===== src/rtl/ser_rx_pkg.sv =====
package ser_rx_pkg;

   // bit positions of the synchronized pin vector
   localparam int unsigned PIN_SCLK = 0;
   localparam int unsigned PIN_DAT  = 1;
   localparam int unsigned PIN_CSN  = 2;
   localparam int unsigned N_PINS   = 3;

   // idle level of the pins: chip select high, clock and data low
   localparam logic [N_PINS-1:0] PINS_IDLE = 3'b100;

   // edge vector layout: sclk rise, csn rise, csn fall
   typedef struct packed {
      logic csn_fall;
      logic csn_rise;
      logic sclk_rise;
   } ser_edges_t;

   localparam logic [2:0] EDGE_SRC_IDLE = 3'b010;

endpackage


===== src/rtl/ser_sync_bank.sv =====
module ser_sync_bank #(
   parameter int unsigned N       = 3,
   parameter int unsigned STAGES  = 2,
   parameter logic [N-1:0] RST_VAL = '0
) (
   input  logic         clk,
   input  logic         rst_n,
   input  logic [N-1:0] d_i,
   output logic [N-1:0] q_o
);

   if (STAGES < 2) begin : g_bad_stages
      $error("ser_sync_bank: STAGES must be at least 2");
   end
   if (N < 1) begin : g_bad_width
      $error("ser_sync_bank: N must be at least 1");
   end

   for (genvar i = 0; i < N; i++) begin : g_bit
      logic [STAGES-1:0] chain;
      always_ff @(posedge clk or negedge rst_n) begin
         if (!rst_n) chain <= {STAGES{RST_VAL[i]}};
         else        chain <= {chain[STAGES-2:0], d_i[i]};
      end
      assign q_o[i] = chain[STAGES-1];
   end

endmodule


===== src/rtl/ser_rise_det.sv =====
module ser_rise_det #(
   parameter int unsigned N       = 3,
   parameter logic [N-1:0] RST_VAL = '0
) (
   input  logic         clk,
   input  logic         rst_n,
   input  logic [N-1:0] lvl_i,
   output logic [N-1:0] rise_o
);

   if (N < 1) begin : g_bad_width
      $error("ser_rise_det: N must be at least 1");
   end

   logic [N-1:0] prev;

   always_ff @(posedge clk or negedge rst_n) begin
      if (!rst_n) prev <= RST_VAL;
      else        prev <= lvl_i;
   end

   assign rise_o = lvl_i & ~prev;

   for (genvar i = 0; i < N; i++) begin : g_chk

      rise_once_chk: assert property (@(posedge clk) disable iff (!rst_n)
         rise_o[i] |=> !rise_o[i]);
   end

endmodule


===== src/rtl/ser_frame_core.sv =====
module ser_frame_core #(
   parameter int unsigned WORD_W = 32
) (
   input  logic              clk,
   input  logic              rst_n,
   input  logic              en_i,
   input  logic              csn_lvl_i,
   input  logic              dat_i,
   input  ser_rx_pkg::ser_edges_t edges_i,
   output logic [WORD_W-1:0] word_o,
   output logic              word_vld_o
);

   if (WORD_W < 2) begin : g_bad_width
      $error("ser_frame_core: WORD_W must be at least 2");
   end

   localparam int unsigned CNT_MAX = WORD_W + 1;
   localparam int unsigned CNT_W   = $clog2(CNT_MAX + 1);

   logic [CNT_W-1:0]  bit_cnt;
   logic [WORD_W-1:0] shreg;

   always_ff @(posedge clk or negedge rst_n) begin
      if (!rst_n) begin
         bit_cnt    <= '0;
         shreg      <= '0;
         word_o     <= '0;
         word_vld_o <= 1'b0;
      end else begin
         word_vld_o <= 1'b0;
         if (!en_i) begin
            bit_cnt <= '0;
            shreg   <= '0;
         end else if (edges_i.csn_fall) begin
            bit_cnt <= '0;
            shreg   <= '0;
         end else if (edges_i.csn_rise) begin
            if (bit_cnt == CNT_W'(WORD_W)) begin
               word_o     <= shreg;
               word_vld_o <= 1'b1;
            end
            bit_cnt <= '0;
         end else if (!csn_lvl_i && edges_i.sclk_rise) begin
            shreg <= {shreg[WORD_W-2:0], dat_i};
            if (bit_cnt != CNT_W'(CNT_MAX)) bit_cnt <= bit_cnt + 1'b1;
         end
      end
   end


   vld_pulse_chk: assert property (@(posedge clk) disable iff (!rst_n)
      word_vld_o |=> !word_vld_o);


   word_hold_chk: assert property (@(posedge clk) disable iff (!rst_n)
      (word_o != $past(word_o)) |-> word_vld_o);


   off_quiet_chk: assert property (@(posedge clk) disable iff (!rst_n)
      !en_i |=> !word_vld_o);


   cnt_bound_chk: assert property (@(posedge clk) disable iff (!rst_n)
      bit_cnt <= CNT_W'(CNT_MAX));

endmodule


===== src/rtl/ser_cmd_rx.sv =====
module ser_cmd_rx #(
   parameter int unsigned WORD_W      = 32,
   parameter int unsigned SYNC_STAGES = 2
) (
   input  logic              clk,
   input  logic              rst_n,
   input  logic              three_wire_en,
   input  logic              ser_clk_i,
   input  logic              ser_dat_i,
   input  logic              ser_csn_i,
   output logic [WORD_W-1:0] word_o,
   output logic              word_vld_o
);
   import ser_rx_pkg::*;

   logic [N_PINS-1:0] pins_raw;
   logic [N_PINS-1:0] pins_s;
   logic [2:0]        edge_src;
   ser_edges_t        edges;

   always_comb begin
      pins_raw           = '0;
      pins_raw[PIN_SCLK] = ser_clk_i;
      pins_raw[PIN_DAT]  = ser_dat_i;
      pins_raw[PIN_CSN]  = ser_csn_i;
   end

   ser_sync_bank #(
      .N       (N_PINS),
      .STAGES  (SYNC_STAGES),
      .RST_VAL (PINS_IDLE)
   ) sync_i (
      .clk   (clk),
      .rst_n (rst_n),
      .d_i   (pins_raw),
      .q_o   (pins_s)
   );

   // a falling chip select is a rising edge of its complement
   assign edge_src = {~pins_s[PIN_CSN], pins_s[PIN_CSN], pins_s[PIN_SCLK]};

   ser_rise_det #(
      .N       (3),
      .RST_VAL (EDGE_SRC_IDLE)
   ) edge_i (
      .clk    (clk),
      .rst_n  (rst_n),
      .lvl_i  (edge_src),
      .rise_o (edges)
   );

   ser_frame_core #(
      .WORD_W (WORD_W)
   ) core_i (
      .clk        (clk),
      .rst_n      (rst_n),
      .en_i       (three_wire_en),
      .csn_lvl_i  (pins_s[PIN_CSN]),
      .dat_i      (pins_s[PIN_DAT]),
      .edges_i    (edges),
      .word_o     (word_o),
      .word_vld_o (word_vld_o)
   );

endmodule


===== config.mk =====
export PLATFORM = sky130hd
export DESIGN_NAME = ser_cmd_rx
export DESIGN_NICKNAME = d
export VERILOG_FILES = /design/src/rtl/ser_rx_pkg.sv /design/src/rtl/ser_sync_bank.sv /design/src/rtl/ser_rise_det.sv /design/src/rtl/ser_frame_core.sv /design/src/rtl/ser_cmd_rx.sv
export SDC_FILE = /design/constraint.sdc
export NUM_CORES = 1
export LEC_CHECK = 0
export BUFFER_PORTS_ARGS = -buffer_cell sky130_fd_sc_hd__buf_2
export CORE_AREA = 2 2 83 85
export DETAILED_ROUTE_END_ITERATION = 7
export DIE_AREA = 0 0 85 87
export PLACE_DENSITY = 0.84
export SYNTH_ARGS = -nofsm -noshare
export SYNTH_HDL_FRONTEND = slang
export SYNTH_HIERARCHICAL = 1
export SYNTH_SLANG_ARGS = --single-unit

===== constraint.sdc =====
create_clock -name clk -period 1.6 [get_ports clk]
set_input_delay 0.08 -clock clk [delete_from_list [all_inputs] [get_ports clk]]
set_output_delay 0.08 -clock clk [all_outputs]
set_load 0.01 [all_outputs]

## Word-level counts from Yosys, hierarchy flattened

Cells that the tools add are included.
Widths: inputs -> output; s select.

| word-level totals | value |
|---|---|
| register bits | 80 |
| input port bits | 6 |
| output and inout bits | 33 |
| word-level logic and storage cells | 37 |

| cells by class | value |
|---|---|
| add/sub/neg operators | 1 |
| equality and inequality tests | 6 |
| muxes and demuxes | 13 |
| bitwise gates (word level) | 4 |
| reduce and logical (&&, ||, !) cells | 5 |

Operator list:

| cell | count |
|---|---|
| $mux 32 | 4 |
| $mux 6 | 5 |
| $ne 4x1->1 const B | 2 |
| $add 6x1->6 const B | 1 |
| $eq 6x6->1 const B | 1 |
| $ne 6x6->1 const B | 1 |
| $mux 1 | 4 |
| $reduce_and 2->1 | 2 |
| $reduce_and 4->1 | 1 |
| $and 3x3->3 | 1 |
| $ne 3x1->1 const B | 1 |
| $ne 3x2->1 const B | 1 |
| $not 3->3 | 1 |
| $not 1->1 | 2 |
| $logic_and 1x1->1 | 1 |
| $logic_not 1->1 | 1 |

## Depth between registers and ports, before layout

Gate-level depths: netlist of the first run.

| logic depth | value |
|---|---|
| word-level depth | 7 |
| depth in mapped cells | 8 |
| depth with buffers taken out | 5 |

## Cells and area by module

Netlist of the first run, hierarchy kept.

Modules (own cells, without submodules):

| module | instances | cells an instance | area each (um2) | seq. area each (um2) |
|---|---|---|---|---|
| ser_frame_core | 1 | 250 | 3016.6 | 1776.7 |
| ser_sync_bank | 1 | 9 | 175.2 | 152.6 |
| ser_rise_det | 1 | 6 | 117.6 | 76.3 |
| ser_cmd_rx | 1 | 1 | 3.8 | 0.0 |

## Worst setup path after synthesis of the first run

Ideal clock, no wire load.

| path | value |
|---|---|
| kind | register to register |
| start | register sync_i.g_bit[2].chain[1] |
| end | register core_i.word_o[0] |
| library setup time | 0.125 ns |
| data arrival time | 1.664 ns |
| required time | 1.475 ns |
| slack | -0.189 ns |
| stages on the path, launching flop included | 9 |
| buffers on the path | 3 |
| clock period less this slack | 1.789 ns |
| cell sequence | dfstp_2 buf_4 inv_1 nor2b_4 nor2b_1 and4_1 buf_6 buf_12 mux2_4 |

RTL lines:

| item | RTL line | text |
|---|---|---|
| start, declared | ser_sync_bank.sv:20 | `logic [STAGES-1:0] chain;` |
| start signal, assigned | ser_sync_bank.sv:22 | `if (!rst_n) chain <= {STAGES{RST_VAL[i]}};` |
| start signal, assigned | ser_sync_bank.sv:23 | `else chain <= {chain[STAGES-2:0], d_i[i]};` |
| end signal, assigned | ser_frame_core.sv:40 | `word_o <= shreg;` |
| end, declared | ser_frame_core.sv:10 | `output logic [WORD_W-1:0] word_o,` |

==> out/metrics.yaml, run 1 <==
rows: 30
via_count: 2220
tightest_slew_ns: 0.426
dp_hpwl_um: 3940
antenna_cells: 0
pwr_density_cell_mw_per_mm2: 942
regArea_mm2: 0.00201
synth_area_per_cell_um2: 12.5
rr_startpoint: "sync_i/g_bit[2].chain[1]"
initial_core_util_pct: 50.4
r2r_slack_ns: -0.18
reg2reg_to: "core_i/word_o[20]"
synth_enable_flop_cells: 0
maxSlewViolCount: 0
mostFrequentLayoutCells: "77 x dfrtp_1, 71 x nand2_1, 37 x buf_2"
worstSetupStartpointType: "register"
worstPathRequired_ns: 1.85
overflow: 0
cts_sinks: 80
dieWidth_um: 85
syn2layout_area_growth_pct: 23.5
port_buffers: 38
stdcell_area_mm2: 0.00409
p_leak_nw: 1.95
status: "complete, but fails checks"
fin_crit_sh_pct: 111
h-tree-depth: 3
numCtsBuffers: 9
wl_per_cell_um: 16.7
cts_tree: "yes"
multi_input_area_mm2: 0.00124
dr.pass1.iters: 4
p_total_mw: 3.85
place.gp.congestion: 0.795
finClkSkew_ns: 0.0136
hold_path.class: "input port to asynchronous set/reset pin"
synth_top_area_cell: "dfrtp_1"
rsz0062_at_grt: "yes"
endpoint_kind: "register"
cap_violations: 0
async_flop_share_pct: 100
clk_pin_slew_ns: 0.09
violations: "negative setup slack"
die_y_um: 87
hold_violations: 0
grt_pass1_wl_um: 11000
ys.flop_type: "dfrtp_1"
placed_cell_area_mm2: 0.00367
grt_pass1_vias: 2263
yosys_warnings: 6
core_mm2: 0.00657
final_cells: 415
grt_antenna_before_repair: 0
fin_setup_tns_ns: -5.16
clock_latency_ns: 0.36
synth_cell_types: 29
drive_above_1_share_pct: 41.2
cp_data_arrival_time_ns: 2.03
synth_area_leaders: "dfrtp_1 58%, mux2_4 13%, nand2_1 8.0%"
final_common_cell: "dfrtp_1"
ant_nets: 0
synthCells: 266
yosysSeqAreaShare_pct: 60.5
grtUsageTotal_pct: 19.8
drc: 0
maxSlewHeadroom_pct: 71.6
synth_top_area_share_pct: 58.2
nNetsFinal: 340
cp_max_fo: 5
grt_max_degree: 35
fmax_mhz: 562
wl_um: 6920
setup_ws_ns: -0.179
nFillCells: 470
path_class: "register to register"
peakVddDrop_uv: 594
period_minus_slack_ns: 1.78
setup_viol: 33
reg2reg_depth: 6
drtIter0Drc: 219
die_area_mm2: 0.00740
vias_per_cell: 5.35
pin_count: 39
synth_seq_cells: 80
clk_path_buf_depth: 2
clockRootBuffer: "clkbuf_8"
syn-num-nets: 275
numPlacedInstances: 389
synth_area_mm2: 0.00331
[where the power goes]
group	internal (mW)	leakage (nW)	switching (mW)
registers	2.04	1.09	0.00836
clock network	0.880	0.106	0.758
logic	0.0636	0.747	0.107
total	2.98	1.95	0.873
[layer usage]
layer | track usage [%] | part of all wire [%] | vias up
met1 | 25.3 | 42 | 1107
met5 | 0 | 0 | -
li1 | - | - | 1012
met4 | 10.4 | 2.8 | 0
met2 | 30.6 | 49 | 85
met3 | 6.07 | 5.6 | 16
[per-stage QoR]
step	utilization (%)	hold slack, ns	setup slack (ns)
after floorplan	-	-0.216	-0.160
after global placement	55.8	0.0375	-0.150
after detailed placement	55.8	0.0463	-0.210
after CTS	61.7	0.175	-0.177
after global routing	62.3	0.223	-0.204
final	62.3	0.186	-0.179
[critical path, stage by stage (launching register included)]
cell,delay (ns)
dfstp_2,0.56
inv_2,0.05
nor2b_4,0.13
nor2b_4,0.13
and4_4,0.31
buf_6,0.17
mux2_4,0.31
[layout make-up]
class                      count  area share, %
sequential                    80           49.0
multi-input combinational    166           30.2
timing repair buffer          71           12.7
clock buffer                   9           3.03
tap                           80           2.45
clock inverter                 6           2.29
inverter                       3          0.275
[flip-flops by register name (all words and copies together), names as in the netlist]
| register | flops |
|---|---|
| core_i/shreg | 32 |
| sync_i/g_bit.chain | 6 |
| edge_i/prev | 3 |
| core_i/word_vld_o | 1 |
| core_i/bit_cnt | 6 |
| core_i/word_o | 32 |
[cell families (layout without fill, tap and decap cells)]
kind of cell             Yosys count  count (layout)  share of synthesized area, %
AO/OA/AOI/OAI                     41              41                          6.42
adder cells (fa/ha/maj)            3               3                          1.13
buffers and inverters             20              89                          4.38
flip-flops                        80              80                          60.5
multiplexers                      34              34                          14.8
AND/OR/NAND/NOR                   88              88                          12.8
[timing repair]
action / CTS / global route
setup endpoints to repair: 32 / 37
hold endpoints to repair: 34 / 0
hold buffers: 4 / 0
resized for setup: 12 / 22
pin swaps: 1 / 2
cloned: 2 / 2
buffers inserted: 5 / 2
[synthesized netlist by cell type (2+ instances only)]
cell	count
dfrtp_1	77
nand2_1	71
a21oi_1	37
mux2_4	29
clkbuf_1	8
buf_12	3
buf_4	3
dfstp_2	3
ha_1	3
inv_1	3
mux2_2	3
nand2b_1	3
nor2b_4	3
buf_2	2
mux2i_1	2
nor3b_1	2
o21ai_0	2
[worst max path at each step]
stage	from	end	slack [ns]	depth (start not counted)
6_report	sync_i/g_bit[2].chain[1]	core_i/word_o[20]	-0.18	6
5_1_grt	sync_i/g_bit[2].chain[1]	core_i/word_o[10]	-0.20	6
4_1_cts	sync_i/g_bit[2].chain[1]	core_i/word_o[10]	-0.18	7
3_5_place_dp	sync_i/g_bit[2].chain[1]	core_i/word_o[19]	-0.21	6
3_3_place_gp	sync_i/g_bit[2].chain[1]	core_i/word_o[18]	-0.15	6
2_1_floorplan	sync_i/g_bit[2].chain[1]	core_i/word_o[0]	-0.16	8
Note: power is estimated with default switching activity, not from simulation.
==> inputs of run 2 (changes only) <==
- MAX_ROUTING_LAYER: unset -> met4
==> run 2 against run 1 <==
- the run still ends with negative setup slack left
- global-route usage rose by 0.47 points
- worst hold slack gained 0.00073 ns
- sequential share of layout area about the same
- count of clock-buffer cells in the layout unchanged
- combinational power about the same
- first-iteration DRC count down 0.46%
- die area unchanged
- critical path type unchanged
==> out/metrics.yaml, run 2 (synthesized netlist as in run 1, its figures left out) <==
die_y_um: 87  # unchanged
via_count: 2215  # -0.23%
fin_crit_sh_pct: 110  # -1.4 points
nNetsFinal: 340  # unchanged
dr.pass1.iters: 4  # unchanged
setup_viol: 32  # -3.0%
vias_per_cell: 5.34  # -0.23%
fmax_mhz: 569  # +1.3%
clk_path_buf_depth: 2  # unchanged
final_cells: 415  # unchanged
drive_above_1_share_pct: 41.5  # +0.30 points
syn2layout_area_growth_pct: 23.6  # about the same
nFillCells: 467  # -0.64%
grt_pass1_wl_um: 11000  # -0.18%
clockRootBuffer: "clkbuf_8"
maxSlewViolCount: 0  # unchanged
pin_count: 39  # unchanged
grt_max_degree: 35  # unchanged
setup_ws_ns: -0.157  # +0.0227 ns
rows: 30  # unchanged
cts_tree: "yes"
path_class: "register to register"
drtIter0Drc: 218  # -0.46%
wl_um: 6770  # -2.2%
die_area_mm2: 0.00740  # unchanged
peakVddDrop_uv: 596  # +0.38%
cap_violations: 0  # unchanged
cp_max_fo: 5  # unchanged
cts_sinks: 80  # unchanged
rsz0062_at_grt: "yes"
p_total_mw: 3.84  # -0.26%
status: "complete, but fails checks"
numCtsBuffers: 9  # unchanged
grtUsageTotal_pct: 20.3  # +0.47 points
stdcell_area_mm2: 0.00409  # about the same
reg_top3: "core_i/shreg x32, core_i/word_o x32"
hold_path.class: "input port to asynchronous set/reset pin"
initial_core_util_pct: 50.4  # unchanged
clk_pin_slew_ns: 0.09  # about the same
cp_data_arrival_time_ns: 2.00  # -0.03 ns
core_mm2: 0.00657  # unchanged
period_minus_slack_ns: 1.76  # -0.0227 ns
pwr_density_cell_mw_per_mm2: 939  # -0.35%
worstPathRequired_ns: 1.84  # about the same
antenna_cells: 0  # unchanged
numPlacedInstances: 389  # unchanged
hold_violations: 0  # unchanged
mostFrequentLayoutCells: "77 x dfrtp_1, 71 x nand2_1, 37 x buf_2"
tightest_slew_ns: 0.416  # -0.0100 ns
port_buffers: 38  # unchanged
dp_hpwl_um: 3940  # unchanged
h-tree-depth: 3  # unchanged
fin_hold_ws_ns: 0.187  # +0.000727 ns
violations: "negative setup slack"
grt_pass1_vias: 2267  # +0.18%
final_common_cell: "dfrtp_1"
placed_cell_area_mm2: 0.00367  # unchanged
worstSetupStartpointType: "register"
ant_nets: 0  # unchanged
p_leak_nw: 1.95  # about the same
clock_latency_ns: 0.35  # about the same
maxSlewHeadroom_pct: 72.3  # +0.67 points
grt_antenna_before_repair: 0  # unchanged
place.gp.congestion: 0.806  # +1.4%
finClkSkew_ns: 0.0133  # -0.000304 ns
dieWidth_um: 85  # unchanged
overflow: 0  # unchanged
wl_per_cell_um: 16.3  # -2.2%
drc: 0  # unchanged
endpoint_kind: "register"
## run 2: cell counts in the layout (fill, tap and decap cells not counted)
No cell type changed its count.
## run 2: layout make-up
| type | count | area (um^2) | share of cell area (%) |
|---|---|---|---|
| multi-input cells | 166 | 1240 | 30.3 |
| repair buffers | 71 | 519 | 12.7 |
| well taps | 80 | 100 | 2.44 |
| flip-flops and latches | 80 | 2010 | 49.0 |
| inverters | 3 | 11.3 | 0.275 |
| clock buffers | 9 | 124 | 3.03 |
| clock inverters | 6 | 93.8 | 2.29 |
## run 2: final timing paths
check / startpoint / end / slack (ns) / cells after the start
max in group asynchronous: rst_n / core_i/bit_cnt[2] / 0.80 / 3
min in group clk: three_wire_en / core_i/shreg[0] / 0.21 / 4
worst min register to register: sync_i/g_bit[0].chain[0] / sync_i/g_bit[0].chain[1] / 0.36 / 0
worst min-delay path: rst_n / core_i/word_o[24] / 0.19 / 2
worst max-delay path: sync_i/g_bit[2].chain[1] / core_i/word_o[20] / -0.16 / 6
worst max register to register: sync_i/g_bit[2].chain[1] / core_i/word_o[20] / -0.16 / 6
## run 2: critical path, cell delays in order, from the launching register on
cell	delay (ns)
dfstp_2	0.56
inv_2	0.04
nor2b_4	0.13
nor2b_4	0.12
and4_4	0.31
buf_6	0.17
mux2_4	0.31
## run 2: metrics by stage
stage	util, %	setup slack, ns	TNS [ns]
floorplan	-	-0.160	-4.78
global placement	55.8	-0.150	-3.77
detailed placement	55.8	-0.210	-5.35
CTS	61.7	-0.177	-4.79
global route	62.3	-0.203	-6.65
finish	62.3	-0.157	-4.52
## run 2: per-layer routing
layer  share of wire [%]  routed length [um]  vias up  track usage, %
met5                   0                   0        -               -
met4                 2.6                 174        0            11.3
met3                 5.6                 380       16            4.83
li1                    -                   -     1016               -
met1                  41                2800     1097            25.3
met2                  50                3410       86            30.7
## run 2: repair_timing
item,4_1_cts,5_1_grt
endpoints found under the hold margin,34,0
hold buffers,4,0
buffers inserted,5,2
setup endpoints to repair,32,37
gates resized for setup,12,23
cloned,2,2
pin swaps,1,2
## run 2: power breakdown
| part | internal [mW] | total (mW) | switching (mW) |
|---|---|---|---|
| Clock | 0.880 | 1.63 | 0.750 |
| Sequential | 2.04 | 2.04 | 0.00829 |
| Combinational | 0.0635 | 0.168 | 0.105 |
==> inputs of run 3 (changes only) <==
- CELL_PAD_IN_SITES_DETAIL_PLACEMENT: unset -> 0
- CELL_PAD_IN_SITES_GLOBAL_PLACEMENT: unset -> 1
- CORE_AREA: 2 2 83 85 -> 2 2 90 92
- DIE_AREA: 0 0 85 87 -> 0 0 92 94
- PLACE_DENSITY: 0.84 -> 0.83
- SYNTH_HIERARCHICAL: 1 -> unset
==> run 3 against run 2 <==
- the flow still finishes with violations (negative setup slack)
- first-iteration DRC count decreased by 51%
- total power decreased by 4.8%
- core utilization decreased by 11 points
- clock skew decreased by 0.0041 ns
- critical path depth decreased by 1
- sequential share of layout area increased by 2.2 points
- non-clock buffer count decreased by 8
- synthesized cell count decreased by 13%
- setup slack got worse by 0.14 ns
- cell count decreased by 3.6%
- clock power decreased by 9%
- design area decreased by 4.3%
- critical path type unchanged
- critical endpoint is now core_i.word_o[12]
- largest power group unchanged
- highest routed layer unchanged
==> out/metrics.yaml, run 3 <==
synthCells: 232  # -13%
die_area_mm2: 0.00865  # +17%
via_count: 2025  # -8.6%
crit_buf_inv: 2  # unchanged
final_cells: 400  # -3.6%
overflow: 0  # unchanged
yosysSeqAreaShare_pct: 63.8  # +3.2 points
wl_per_cell_um: 15.0  # -7.9%
initial_core_util_pct: 41.3  # -9.1 points
reg_top3: "core_i.shreg x32, core_i.word_o x32"
vias_per_cell: 5.06  # -5.1%
synth_enable_flop_cells: 0  # unchanged
cts_sinks: 80  # unchanged
clk_path_buf_depth: 2  # unchanged
dr.pass1.iters: 4  # unchanged
hold_violations: 0  # unchanged
setup_viol: 32  # unchanged
grtUsageTotal_pct: 15.1  # -5.2 points
hold_path.class: "input port to register"
tightest_slew_ns: 0.410  # -0.00582 ns
syn-num-nets: 241  # -12%
fin_hold_ws_ns: 0.168  # -0.0195 ns
yosys_warnings: 0  # -6
mostFrequentLayoutCells: "77 x dfrtp_1, 39 x inv_1, 37 x buf_2"
h-tree-depth: 3  # unchanged
drtIter0Drc: 106  # -51%
placed_cell_area_mm2: 0.00354  # -3.4%
final_common_cell: "dfrtp_1"
crit_chain: "or4b_4 -> nor4_4 -> buf_6 -> buf_6 -> mux2_2"
p_leak_nw: 1.86  # -4.4%
wl_um: 6010  # -11%
synth_cell_types: 24  # -17%
place.gp.congestion: 0.861  # +6.8%
drive_above_1_share_pct: 38.6  # -2.9 points
fmax_mhz: 528  # -7.3%
pin_count: 39  # unchanged
status: "complete, but fails checks"
maxSlewViolCount: 0  # unchanged
maxSlewHeadroom_pct: 72.7  # +0.39 points
cpPeakStageDelay_ns: 0.56  # about the same
clk_pin_slew_ns: 0.08  # about the same
dieWidth_um: 92  # +8.2%
dp_hpwl_um: 3470  # -12%
grt_max_degree: 81  # +130%
endpoint_kind: "register"
clock_latency_ns: 0.35  # about the same
cap_violations: 0  # unchanged
drc: 0  # unchanged
numPlacedInstances: 375  # -3.6%
pwr_density_cell_mw_per_mm2: 934  # -0.49%
synth_top_area_share_pct: 61.3  # +3.1 points
final_util_pct: 51.5  # -11 points
synth_most_common_cell: "dfrtp_1"
peakVddDrop_uv: 830  # +39%
rows: 32  # +6.7%
worstSetupStartpointType: "register"
slowest_stage: "or4b_4"
synth_seq_cells: 80  # unchanged
port_buffers: 38  # unchanged
finClkSkew_ns: 0.00920  # -0.00409 ns
syn2layout_area_growth_pct: 24.5
cp_max_fo: 8  # +3
ys.flop_type: "dfrtp_1"
synth_area_per_cell_um2: 13.6  # +8.9%
grt_antenna_before_repair: 0  # unchanged
async_flop_share_pct: 100  # unchanged
yosys-top-cells-count: "77 x dfrtp_1, 39 x inv_1, 33 x mux2_2"
clockRootBuffer: "clkbuf_8"
period_minus_slack_ns: 1.89  # +0.137 ns
stdcell_area_mm2: 0.00392  # -4.3%
antenna_cells: 0  # unchanged
worstPathRequired_ns: 1.84  # about the same
rsz0062_at_grt: "yes"
ant_nets: 0  # unchanged
critPathMostFrequentCell: "buf_6"
grt_pass1_vias: 2032  # -10%
violations: "negative setup slack"
cts_tree: "yes"
grt_pass1_wl_um: 9810  # -11%
path_class: "register to register"
synth_area_mm2: 0.00315  # -5.1%
synth_area_leaders: "dfrtp_1 61%, mux2_2 12%, o32ai_1 8.9%"
cp_data_arrival_time_ns: 2.13  # +0.13 ns
die_y_um: 94  # +8.0%
nNetsFinal: 302  # -11%
core_mm2: 0.00761  # +16%
p_total_mw: 3.66  # -4.8%
setup_ws_ns: -0.294  # -0.137 ns
nFillCells: 680  # +46%
synth_top_area_cell: "dfrtp_1"
critical-path-top-delay-family: "simple AND/OR/NAND/NOR gates"
numCtsBuffers: 9  # unchanged
fin_crit_sh_pct: 118  # +8.6 points
-- run 3: cell types whose count changed after synthesis, sizes merged, moves of 4 or more --
cell   previous run  this run
o32ai             0        32
inv               3        39
nor2b             4         0
a21oi            37         3
nand3             1         8
buf               9         3
nand2            71         2
-- run 3: worst reg2reg max path: stages, from the launching register on --
cell	delay, ns
dfrtp_1	0.39
or4b_4	0.56
nor4_4	0.16
buf_6	0.17
buf_6	0.16
mux2_2	0.34
-- run 3: logic make-up after synthesis --
family	after synthesis	synth area share, %
flip-flops	80	63.8
buffers and inverters	53	7.04
AO/OA/AOI/OAI	39	10.4
multiplexers	37	13.1
AND/OR/NAND/NOR	20	4.53
adder cells (fa/ha/maj)	3	1.19
-- run 3: final cells by class --
class	instances	area (um^2)	share of cell area [%]
sequential	80	2010	51.2
multi-input combinational	99	978	25.0
timing repair buffer	63	458	11.7
inverter	40	150	3.83
clock buffer	11	141	3.61
tap	102	128	3.26
clock inverter	5	56.3	1.44
-- run 3: power breakdown --
group | internal [mW] | leakage, nW | switching (mW)
Combinational | 0.0381 | 0.668 | 0.0937
Sequential | 2.04 | 1.09 | 0.00682
Clock | 0.764 | 0.0997 | 0.720
-- run 3: path summary, 6_finish.rpt --
kind,from,to,slack [ns],cells past startpoint
setup / recovery,core_i.bit_cnt[4],core_i.word_o[12],-0.29,5
hold / removal,three_wire_en,core_i.bit_cnt[4],0.17,4
setup reg to reg,core_i.bit_cnt[4],core_i.word_o[12],-0.29,5
hold reg to reg,sync_i.g_bit[1].chain[0],sync_i.g_bit[1].chain[1],0.35,0
max in group asynchronous,rst_n,core_i.word_o[24],0.99,3
min in group asynchronous,rst_n,sync_i.g_bit[0].chain[1],0.28,3
-- run 3: what timing repair did --
action,in CTS,in global routing
resized for setup,0,16
cloned,0,3
setup endpoints to repair,32,32
buffers inserted,0,2
endpoints found under the hold margin,80,0
hold buffers,4,0
-- run 3: routing by layer --
metal	share of wire, %	track usage, %	vias up
met5	0	-	-
met4	3.1	10.8	0
met3	4.0	2.81	13
met2	47	22.2	49
met1	46	18.8	1021
li1	-	-	942
-- run 3: stage by stage --
| stage | worst slack (ns) | TNS, ns |
|---|---|---|
| final | -0.294 | -8.91 |
| after global routing | -0.342 | -10.45 |
| after CTS | -0.290 | -8.81 |
| after detailed placement | -0.270 | -8.39 |
| after global placement | -0.238 | -7.49 |
| after floorplan | -0.303 | -9.22 |
